`src/rtl/rrm_pkg.sv`:
```
`timescale 1ns/1ps
package rrm_pkg;
    localparam int DEF_NUM_ARCH = 5;
    localparam int DEF_NUM_PHYS = 8;
    localparam int DEF_DATA_W   = 16;

    // Where a source operand comes from this cycle
    typedef enum logic [1:0] {
        OPND_PRF = 2'd0,  // committed value in the physical file
        OPND_FWD = 2'd1,  // writeback bypass
        OPND_TAG = 2'd2   // still pending: hand out the tag
    } opnd_src_e;

    function automatic int width_of(input int n);
        return (n > 1) ? $clog2(n) : 1;
    endfunction
endpackage

```
`src/rtl/rrm_free_list.sv`:
```
`timescale 1ns/1ps
module rrm_free_list #(
    parameter int NUM_ARCH = rrm_pkg::DEF_NUM_ARCH,
    parameter int NUM_PHYS = rrm_pkg::DEF_NUM_PHYS
) (
    input  logic                                     clk,
    input  logic                                     rst,
    input  logic                                     pop,
    input  logic                                     push,
    input  logic [rrm_pkg::width_of(NUM_PHYS)-1:0]   push_tag,
    output logic [rrm_pkg::width_of(NUM_PHYS)-1:0]   head_tag,
    output logic                                     nonempty
);
    localparam int TAG_W  = rrm_pkg::width_of(NUM_PHYS);
    localparam int CNT_W  = $clog2(NUM_PHYS + 1);
    localparam int INIT_N = NUM_PHYS - NUM_ARCH;

    logic [TAG_W-1:0] slots [NUM_PHYS];
    logic [TAG_W-1:0] rd_ptr, wr_ptr;
    logic [CNT_W-1:0] fill;

    function automatic logic [TAG_W-1:0] bump(input logic [TAG_W-1:0] p);
        return (p == TAG_W'(NUM_PHYS - 1)) ? '0 : p + 1'b1;
    endfunction

    always_ff @(posedge clk) begin
        if (rst) begin
            for (int i = 0; i < NUM_PHYS; i++)
                slots[i] <= (i < INIT_N) ? TAG_W'(NUM_ARCH + i) : '0;
            rd_ptr <= '0;
            wr_ptr <= TAG_W'(INIT_N);
            fill   <= CNT_W'(INIT_N);
        end else begin
            if (push) begin
                slots[wr_ptr] <= push_tag;
                wr_ptr        <= bump(wr_ptr);
            end
            if (pop)
                rd_ptr <= bump(rd_ptr);
            case ({push, pop})
                2'b10:   fill <= fill + 1'b1;
                2'b01:   fill <= fill - 1'b1;
                default: fill <= fill;
            endcase
        end
    end

    assign head_tag = slots[rd_ptr];
    assign nonempty = (fill != '0);

    // never allocate from an empty list
    p_no_underflow_r6: assert property (@(posedge clk) disable iff (rst)
        pop |-> (fill != '0));
    // a release never overfills the list
    p_no_overflow_r10: assert property (@(posedge clk) disable iff (rst)
        push |-> (fill < CNT_W'(NUM_PHYS)));
    // a release is visible as one more entry next cycle
    p_release_counts_r10: assert property (@(posedge clk) disable iff (rst)
        (push && !pop) |=> (fill == $past(fill) + 1'b1));
endmodule

```
`src/rtl/rrm_phys_file.sv`:
```
`timescale 1ns/1ps
module rrm_phys_file #(
    parameter int NUM_ARCH = rrm_pkg::DEF_NUM_ARCH,
    parameter int NUM_PHYS = rrm_pkg::DEF_NUM_PHYS,
    parameter int DATA_W   = rrm_pkg::DEF_DATA_W,
    parameter int NRD      = 2
) (
    input  logic                                     clk,
    input  logic                                     rst,
    input  logic                                     alloc_en,
    input  logic [rrm_pkg::width_of(NUM_PHYS)-1:0]   alloc_tag,
    input  logic                                     wb_valid,
    input  logic [rrm_pkg::width_of(NUM_PHYS)-1:0]   wb_tag,
    input  logic [DATA_W-1:0]                        wb_data,
    input  logic [rrm_pkg::width_of(NUM_PHYS)-1:0]   rd_tag  [NRD],
    output logic [DATA_W-1:0]                        rd_data [NRD],
    output logic [NUM_PHYS-1:0]                      vld
);
    localparam int TAG_W = rrm_pkg::width_of(NUM_PHYS);

    logic [DATA_W-1:0] words [NUM_PHYS];

    always_ff @(posedge clk) begin
        if (rst) begin
            for (int i = 0; i < NUM_PHYS; i++) begin
                words[i] <= '0;
                vld[i]   <= (i < NUM_ARCH);
            end
        end else begin
            if (wb_valid) begin
                words[wb_tag] <= wb_data;
                vld[wb_tag]   <= 1'b1;
            end
            if (alloc_en)
                vld[alloc_tag] <= 1'b0;
        end
    end

    for (genvar g = 0; g < NRD; g++) begin : g_rd
        assign rd_data[g] = words[rd_tag[g]];
    end

    // a writeback leaves its register valid unless reallocated at once
    p_wb_sets_valid_r7: assert property (@(posedge clk) disable iff (rst)
        (wb_valid && !(alloc_en && alloc_tag == wb_tag)) |=> vld[$past(wb_tag)]);
    // a freshly allocated register is not valid
    p_alloc_clears_r4: assert property (@(posedge clk) disable iff (rst)
        alloc_en |=> !vld[$past(alloc_tag)]);
endmodule

```
`src/rtl/rrm_map_table.sv`:
```
`timescale 1ns/1ps
module rrm_map_table #(
    parameter int NUM_ARCH = rrm_pkg::DEF_NUM_ARCH,
    parameter int NUM_PHYS = rrm_pkg::DEF_NUM_PHYS,
    parameter int NRD      = 2
) (
    input  logic                                     clk,
    input  logic                                     rst,
    input  logic [rrm_pkg::width_of(NUM_ARCH)-1:0]   rd_arch [NRD],
    output logic [rrm_pkg::width_of(NUM_PHYS)-1:0]   rd_tag  [NRD],
    output logic                                     rd_rdy  [NRD],
    input  logic                                     wr_en,
    input  logic [rrm_pkg::width_of(NUM_ARCH)-1:0]   wr_arch,
    input  logic [rrm_pkg::width_of(NUM_PHYS)-1:0]   wr_tag,
    input  logic                                     wb_valid,
    input  logic [rrm_pkg::width_of(NUM_PHYS)-1:0]   wb_tag
);
    localparam int ARCH_W = rrm_pkg::width_of(NUM_ARCH);
    localparam int TAG_W  = rrm_pkg::width_of(NUM_PHYS);

    typedef struct packed {
        logic [TAG_W-1:0] tag;
        logic             rdy;
    } map_ent_t;

    map_ent_t ents [NUM_ARCH];

    always_ff @(posedge clk) begin
        if (rst) begin
            for (int i = 0; i < NUM_ARCH; i++) begin
                ents[i].tag <= TAG_W'(i);
                ents[i].rdy <= 1'b1;
            end
        end else begin
            for (int i = 0; i < NUM_ARCH; i++) begin
                if (wr_en && wr_arch == ARCH_W'(i)) begin
                    // newest writer wins over any writeback this cycle
                    ents[i].tag <= wr_tag;
                    ents[i].rdy <= 1'b0;
                end else if (wb_valid && ents[i].tag == wb_tag) begin
                    ents[i].rdy <= 1'b1;
                end
            end
        end
    end

    for (genvar g = 0; g < NRD; g++) begin : g_rd
        assign rd_tag[g] = ents[rd_arch[g]].tag;
        assign rd_rdy[g] = ents[rd_arch[g]].rdy;
    end

    // a remapped entry points at the new tag and waits
    p_remap_pending_r4: assert property (@(posedge clk) disable iff (rst)
        wr_en |=> (ents[$past(wr_arch)].tag == $past(wr_tag)) && !ents[$past(wr_arch)].rdy);
endmodule

```
`src/rtl/reg_rename_map.sv`:
```
`timescale 1ns/1ps
module reg_rename_map #(
    parameter int NUM_ARCH = rrm_pkg::DEF_NUM_ARCH,
    parameter int NUM_PHYS = rrm_pkg::DEF_NUM_PHYS,
    parameter int DATA_W   = rrm_pkg::DEF_DATA_W
) (
    input  logic                                    clk,
    input  logic                                    rst,
    input  logic                                    disp_valid,
    input  logic [rrm_pkg::width_of(NUM_ARCH)-1:0]  disp_src_a,
    input  logic [rrm_pkg::width_of(NUM_ARCH)-1:0]  disp_src_b,
    input  logic [rrm_pkg::width_of(NUM_ARCH)-1:0]  disp_dst,
    input  logic                                    wb_valid,
    input  logic [rrm_pkg::width_of(NUM_PHYS)-1:0]  wb_tag,
    input  logic [DATA_W-1:0]                       wb_data,
    input  logic                                    rel_valid,
    input  logic [rrm_pkg::width_of(NUM_PHYS)-1:0]  rel_tag,
    output logic                                    disp_ready,
    output logic [rrm_pkg::width_of(NUM_PHYS)-1:0]  dst_tag,
    output logic                                    src_a_rdy,
    output logic [DATA_W-1:0]                       src_a_opnd,
    output logic                                    src_b_rdy,
    output logic [DATA_W-1:0]                       src_b_opnd
);
    import rrm_pkg::*;

    localparam int ARCH_W = width_of(NUM_ARCH);
    localparam int TAG_W  = width_of(NUM_PHYS);
    localparam int NRD    = 2;

    logic              fl_nonempty;
    logic [TAG_W-1:0]  fl_head;
    logic              disp_fire;
    logic [ARCH_W-1:0] src_arch [NRD];
    logic [TAG_W-1:0]  map_tag  [NRD];
    logic              map_rdy  [NRD];
    logic [DATA_W-1:0] prf_rd   [NRD];
    logic [NUM_PHYS-1:0] phys_vld;
    opnd_src_e         sel      [NRD];
    logic              res_rdy  [NRD];
    logic [DATA_W-1:0] res_opnd [NRD];

    assign disp_fire   = disp_valid && fl_nonempty;
    assign disp_ready  = fl_nonempty;
    assign dst_tag     = fl_head;
    assign src_arch[0] = disp_src_a;
    assign src_arch[1] = disp_src_b;

    rrm_free_list #(.NUM_ARCH(NUM_ARCH), .NUM_PHYS(NUM_PHYS)) free_i (
        .clk      (clk),
        .rst      (rst),
        .pop      (disp_fire),
        .push     (rel_valid),
        .push_tag (rel_tag),
        .head_tag (fl_head),
        .nonempty (fl_nonempty)
    );

    rrm_map_table #(.NUM_ARCH(NUM_ARCH), .NUM_PHYS(NUM_PHYS), .NRD(NRD)) map_i (
        .clk      (clk),
        .rst      (rst),
        .rd_arch  (src_arch),
        .rd_tag   (map_tag),
        .rd_rdy   (map_rdy),
        .wr_en    (disp_fire),
        .wr_arch  (disp_dst),
        .wr_tag   (fl_head),
        .wb_valid (wb_valid),
        .wb_tag   (wb_tag)
    );

    rrm_phys_file #(.NUM_ARCH(NUM_ARCH), .NUM_PHYS(NUM_PHYS),
                    .DATA_W(DATA_W), .NRD(NRD)) prf_i (
        .clk       (clk),
        .rst       (rst),
        .alloc_en  (disp_fire),
        .alloc_tag (fl_head),
        .wb_valid  (wb_valid),
        .wb_tag    (wb_tag),
        .wb_data   (wb_data),
        .rd_tag    (map_tag),
        .rd_data   (prf_rd),
        .vld       (phys_vld)
    );

    // Per-source operand resolution: stored value, bypass, or tag
    for (genvar g = 0; g < NRD; g++) begin : g_src
        always_comb begin
            if (map_rdy[g])
                sel[g] = OPND_PRF;
            else if (wb_valid && wb_tag == map_tag[g])
                sel[g] = OPND_FWD;
            else
                sel[g] = OPND_TAG;
            case (sel[g])
                OPND_PRF: begin res_rdy[g] = 1'b1; res_opnd[g] = prf_rd[g]; end
                OPND_FWD: begin res_rdy[g] = 1'b1; res_opnd[g] = wb_data;   end
                default:  begin
                    res_rdy[g]  = 1'b0;
                    res_opnd[g] = {{(DATA_W-TAG_W){1'b0}}, map_tag[g]};
                end
            endcase
        end

        // a ready mapping is always backed by a valid physical register
        p_ready_backed_r7: assert property (@(posedge clk) disable iff (rst)
            map_rdy[g] |-> phys_vld[map_tag[g]]);
    end

    assign src_a_rdy  = res_rdy[0];
    assign src_a_opnd = res_opnd[0];
    assign src_b_rdy  = res_rdy[1];
    assign src_b_opnd = res_opnd[1];

    // sources always name an existing architectural register
    p_src_range_r2: assert property (@(posedge clk) disable iff (rst)
        disp_valid |-> (disp_src_a < ARCH_W'(NUM_ARCH)) && (disp_src_b < ARCH_W'(NUM_ARCH)));
    // an allocated tag is never a register that still holds a live value
    p_alloc_free_r4: assert property (@(posedge clk) disable iff (rst)
        disp_fire |-> !(wb_valid && wb_tag == fl_head));
endmodule

```
`config.mk`:
```
export PLATFORM = sky130hd
export DESIGN_NAME = reg_rename_map
export DESIGN_NICKNAME = d
export VERILOG_FILES = /design/src/rtl/rrm_pkg.sv /design/src/rtl/rrm_free_list.sv /design/src/rtl/rrm_phys_file.sv /design/src/rtl/rrm_map_table.sv /design/src/rtl/reg_rename_map.sv
export SDC_FILE = /design/constraint.sdc
export NUM_CORES = 1
export LEC_CHECK = 0
export ABC_AREA = 0
export BUFFER_PORTS_ARGS = -buffer_cell sky130_fd_sc_hd__buf_4
export CELL_PAD_IN_SITES_DETAIL_PLACEMENT = 2
export CELL_PAD_IN_SITES_GLOBAL_PLACEMENT = 2
export CORE_MARGIN = 2
export CORE_UTILIZATION = 43
export CTS_CLUSTER_SIZE = 20
export DETAILED_ROUTE_END_ITERATION = 16
export HOLD_SLACK_MARGIN = 0.08
export PLACE_DENSITY_LB_ADDON = 0.1
export SETUP_SLACK_MARGIN = 0.2
export SLEW_MARGIN = 20
export SYNTH_ARGS = -nofsm -noshare
export SYNTH_HDL_FRONTEND = slang
export SYNTH_HIERARCHICAL = 1
export SYNTH_SLANG_ARGS = --single-unit
```
`constraint.sdc`:
```
create_clock -name clk -period 4.2 [get_ports clk]
set_clock_uncertainty 0.15 [all_clocks]
set_input_delay 0 -clock clk [delete_from_list [all_inputs] [get_ports clk]]
set_output_delay 0 -clock clk [all_outputs]
set_load 0.005 [all_outputs]
```
# Yosys cells after proc, flatten, opt, wreduce, memory -nomap -nowiden
# Memories as Yosys holds them, arrays and structs flattened. A register that Yosys moved wholly into a read port is not among the register bits.
# Index checks and enable logic that the tools add are counted.
# totals
ff_bits	10
latch_bits	0
ramBits	172
romBits	0
in_bits	36
out_inout_bits	38
elab_cells	141
n_memories	3
# mem_list
name	words	word_bits	read_ports	rd_clocked_by_memory_dff	wr	line_no	text
prf_i.words	8	16	2	0	8	rrm_phys_file.sv:21	logic [DATA_W-1:0] words [NUM_PHYS];
free_i.slots	8	3	1	1	8	rrm_free_list.sv:18	logic [TAG_W-1:0] slots [NUM_PHYS];
map_i.ents	5	4	7	0	5	rrm_map_table.sv:26	map_ent_t ents [NUM_ARCH];
# classes
add_sub_neg	4
n_mul	0
div_mod_pow	0
magnitude_cmp	0
eq_ne	17
shifts	0
mux	77
bitwise_logic	15
n_reduce_logical	22
# ops
op	count
one-hot mux 16 bit (2 select lines)	2
2-to-1 mux 1 bit	57
2-to-1 mux 3 bit	12
equality test 3 bit	7
2-to-1 mux 16 bit	1
OR reduction 16 bit	1
bitwise OR 1 bit	15
logical AND 1 bit	13
equality test 3 bit (second input constant)	3
2-to-1 mux 2 bit	4
one-hot mux 4 bit (2 select lines)	1
adder 3 x 1 -> 3 bit (second input constant)	2
equality test 2 x 1 -> 1 bit (second input constant)	3
equality test 3 x 2 -> 1 bit (second input constant)	2
adder 4 x 1 -> 4 bit (second input constant)	1
zero test 2 bit	2
nonzero test 4 bit	1
OR reduction 2 bit	2
subtractor 4 x 1 -> 4 bit (second input constant)	1
equality test 3 x 1 -> 1 bit (second input constant)	1
zero test 3 bit	1
OR reduction 3 bit	1
equality test 2 bit (second input constant)	1
nonzero test 2 bit	1

# Logic depth before layout (Yosys ltp)
# depth
depth_word	8
mapped_depth	10
mapped_depth_nobuf	9

# Modules after synthesis
# The synthesis kept the hierarchy.
# modules_own_cells
module	instances	cells_each	area_each_um2	seq_area_each_um2
rrm_phys_file	1	442	7133.1	4003.8
rrm_free_list	1	142	1790.5	980.9
rrm_map_table	1	118	1326.3	600.6
reg_rename_map	1	112	808.3	0.0

# Least setup slack after synthesis
# Ideal clock, no wire load.
# synth_path
kind	reg-to-reg
startpoint	reg free_i.fill[1]
endpoint	reg free_i.fill[2]
setup_ns	0.070
arrival_time_ns	2.405
required_time_ns	3.980
path_slack_ns	1.575
path_stages_with_launch	10
path_buffers	0
synth_period_minus_slack_ns	2.625
cell_sequence	dfxtp_1 or4_1 and2_1 ha_1 xor2_1 ha_1 a21oi_1 xor2_1 or3_1 a21oi_1
# synth_via
elab_chain_len	4
word_cells_on_any_way	8
cone_classes	add/sub: 2; eq/ne: 2; mux: 1; reduce/logical: 3
# synth_lines
element	line_no	text
start: declaration	rrm_free_list.sv:20	logic [CNT_W-1:0] fill;
start signal: assignment	rrm_free_list.sv:32	fill <= CNT_W'(INIT_N);
start signal: assignment	rrm_free_list.sv:41	2'b10: fill <= fill + 1'b1;
start signal: assignment	rrm_free_list.sv:42	2'b01: fill <= fill - 1'b1;
nonzero test 4 bit (*)	rrm_free_list.sv:49	assign nonempty = (fill != '0);
named net disp_ready	reg_rename_map.sv:18	output logic disp_ready,
logical AND 1 bit (*)	reg_rename_map.sv:43	assign disp_fire = disp_valid && fl_nonempty;
named net disp_fire	reg_rename_map.sv:33	logic disp_fire;
equality test 2 x 1 -> 1 bit or equality test 2 bit (tied branches)	rrm_free_list.sv:40	case ({push, pop})
one-hot mux 4 bit (2 select lines) or nonzero test 2 bit (tied branches)	--	
# Mark *: on every way through the listed nets, which the timed path passes. The rest lies on a longest branch.
# A chain may end at the register's enable or synchronous reset.

==> results.yml <==
grt:
  grt_pass1_vias: 8022
  grt.overflow.total: 0
  antenna_found_initial: 0
  grt_pass1_wl_um: 50600
  grt_max_degree: 41
  grtUsageTotal: 0.261
floorplan:
  start_util: 0.440
  die_width_um: 162
  dieArea_um2: 26300
  io_pins: 74
  rows: 57
  die_h_um: 162
  core_um2: 24400
power_and_ir_drop:
  ir_worst_vdd_mv: 0.271
  p_leak_nw: 4.45
  total_power_mw: 4.83
  seqPwrFrac: 0.459
  internal_power_mw: 3.50
  combPwrFrac: 0.205
  p_sw_frac: 0.274
  pwr-share-clk: 0.336
  power.density_nw_per_um2: 387
  p_sw_mw: 1.32
route:
  drt-vias-per-instance: 5.95
  drtPass1Iterations: 5
  antenna_left: 0
  drt_iter0_drc: 558
  wl_met2_um: 17600
  vias: 7133
  finalWirelength_um: 33200
  top_layer: "met4"
  wl_per_cell_um: 27.7
  wl_met1_um: 13800
  drc: 0
  wl_met3_um: 1260
place:
  io_buffer_count: 73
  dpl.hpwl_um: 21400
  gp_congestion: 0.781
setup_path:
  regToRegStartpoint: "free_i/fill[1]"
  cp_slowest_cell: "or3_1"
  critPathMaxFanout: 18
  critical_path_class: "reg -> out"
  cpMostUsedCell: "buf_4"
  path_cells: "nor2b_1 -> a211oi_1 -> a221oi_2 -> buf_4 -> xor2_1 -> or3_1 -> o31ai_1 -> buf_4"
  r2r_slack_ns: 1.18
  reg2reg_depth: 6
  cp_num_cells: 8
  slowest_delay_ns: 0.80
  worstPathArrival_ns: 3.42
  worst_setup_path_start_kind: "flop"
  worstPathRequired_ns: 4.05
  crit_path_end_kind: "primary output"
  rr_endpoint: "map_i/ents[2][2]"
  worst_path_dominant_cell_family: "simple AND/OR/NAND/NOR gates"
  crit_buf_inv: 2
timing:
  finalMaxSlewViolations: 0
  clock.fmax_ghz: 0.280
  max_slew.worst_pin.slew_ns: 1.18
  final.min_clock_period_ns: 3.57
  setup_viol: 0
  hold_viol_final: 0
  slew_headroom: 0.214
  period_share: 0.851
  rsz0062_at_grt: "no"
  finalSetupTns_ns: 0
logic_synthesis:
  syn_inst: 781
  yosys_warnings: 6
  syn_nets: 824
  synth.avg_cell_area_um2: 13.8
  synth_area_um2: 10700
clock_tree:
  cts_root_buf: "clkbuf_16"
  cts-resized-gates: 0
  clock_latency_ns: 0.44
  cts_buffer_depth: 2
  clock-sinks: 185
  cts_setup_buffers: 0
  cts_htree_levels: 4
  cts_buffers: 17
  clk_pin_slew_ns: 0.08
  cts_tree: "built"
layout:
  utilization: 0.511
  final_common_cell: "edfxtp_1"
  drive_gt1_frac: 0.307
  antenna_cells: 0
  multi_input_area_um2: 5080
  final_cell_mix: "edfxtp_1 (172), and2_1 (143), buf_4 (83)"
  register_area_um2: 5430
  nets: 905
  syn2layout_area_growth_pct: 16.0
  nFillCells: 2330
status:
  status: "finished, final reports clean"
min_path:
  whs_endpoint: "map_i/ents[2][0]"
  holdPathStages: 3
  hold_start: "wb_tag[0]"
  worstHoldPathType: "in -> reg"
job:
  cap_violations: 0
-- worst reg2reg max path: stages, from the launching register on --
cell and delay [ns]:
dfxtp_1 0.44, or4_1 0.17, and2_1 0.41, nor3b_2 0.67, nand2_2 0.09, dlygate4sd3_1 0.59, or2_1 0.23
-- power by group through the flow --
stage	sequential (mW)	clock, mW	combinational (mW)
finish	2.21	1.62	0.991
global route	2.23	1.73	1.06
CTS	2.21	1.65	0.998
detailed placement	2.25	0	0.966
global placement	2.23	0	0.926
floorplan	2.21	0	0.633
-- routing by layer --
| layer | up-vias | track usage |
|---|---|---|
| met5 | - | 0 |
| met4 | 0 | 0.0583 |
| met3 | 32 | 0.0378 |
| met2 | 175 | 0.477 |
| met1 | 3774 | 0.330 |
| li1 | 3152 | - |
-- what timing repair did --
item / 4_1_cts / 5_1_grt
setup endpoints to repair: 0 / 0
hold buffers: 31 / 0
hold endpoints to repair: 204 / 0
-- how the worst max path moves through the flow --
stage,from,to,slack (ns)
after floorplan,free_i/fill[1],free_i/fill[2],1.61
after global placement,map_i/ents[2][3],src_a_opnd[9],1.15
after detailed placement,map_i/ents[2][3],src_a_opnd[9],1.06
after CTS,map_i/ents[2][3],src_a_opnd[9],0.57
after global routing,map_i/ents[2][3],src_a_opnd[9],0.53
final,map_i/ents[2][3],src_a_opnd[9],0.63
-- per-stage QoR --
step / setup WS [ns] / instances / area, um^2 / hold WS [ns]
2_1_floorplan: 1.61 / 781 / 10700 / -0.0321
5_1_grt: 0.527 / 1199 / 12500 / 0.127
3_3_place_gp: 1.15 / 1136 / 11600 / 0.0978
6_report: 0.627 / 1199 / 12500 / 0.0871
4_1_cts: 0.566 / 1199 / 12500 / 0.0923
3_5_place_dp: 1.06 / 1136 / 11600 / 0.108
-- cell type report --
class / instances / share of cell area
repair buffers: 114 / 0.0749
multi-input cells: 532 / 0.407
flip-flops and latches: 185 / 0.435
well taps: 324 / 0.0325
clock inverters: 12 / 0.0112
clock buffers: 20 / 0.0350
inverters: 12 / 0.00361
-- state kept, by name, indices dropped and copies added, names as in the netlist, named ones only --
| signal | cells |
|---|---|
| free_i/wr_ptr | 3 |
| map_i/ents | 20 |
| prf_i/words | 128 |
| free_i/slots | 24 |
| free_i/rd_ptr | 3 |
| free_i/fill | 4 |
Power figures use the tool's default switching activity.
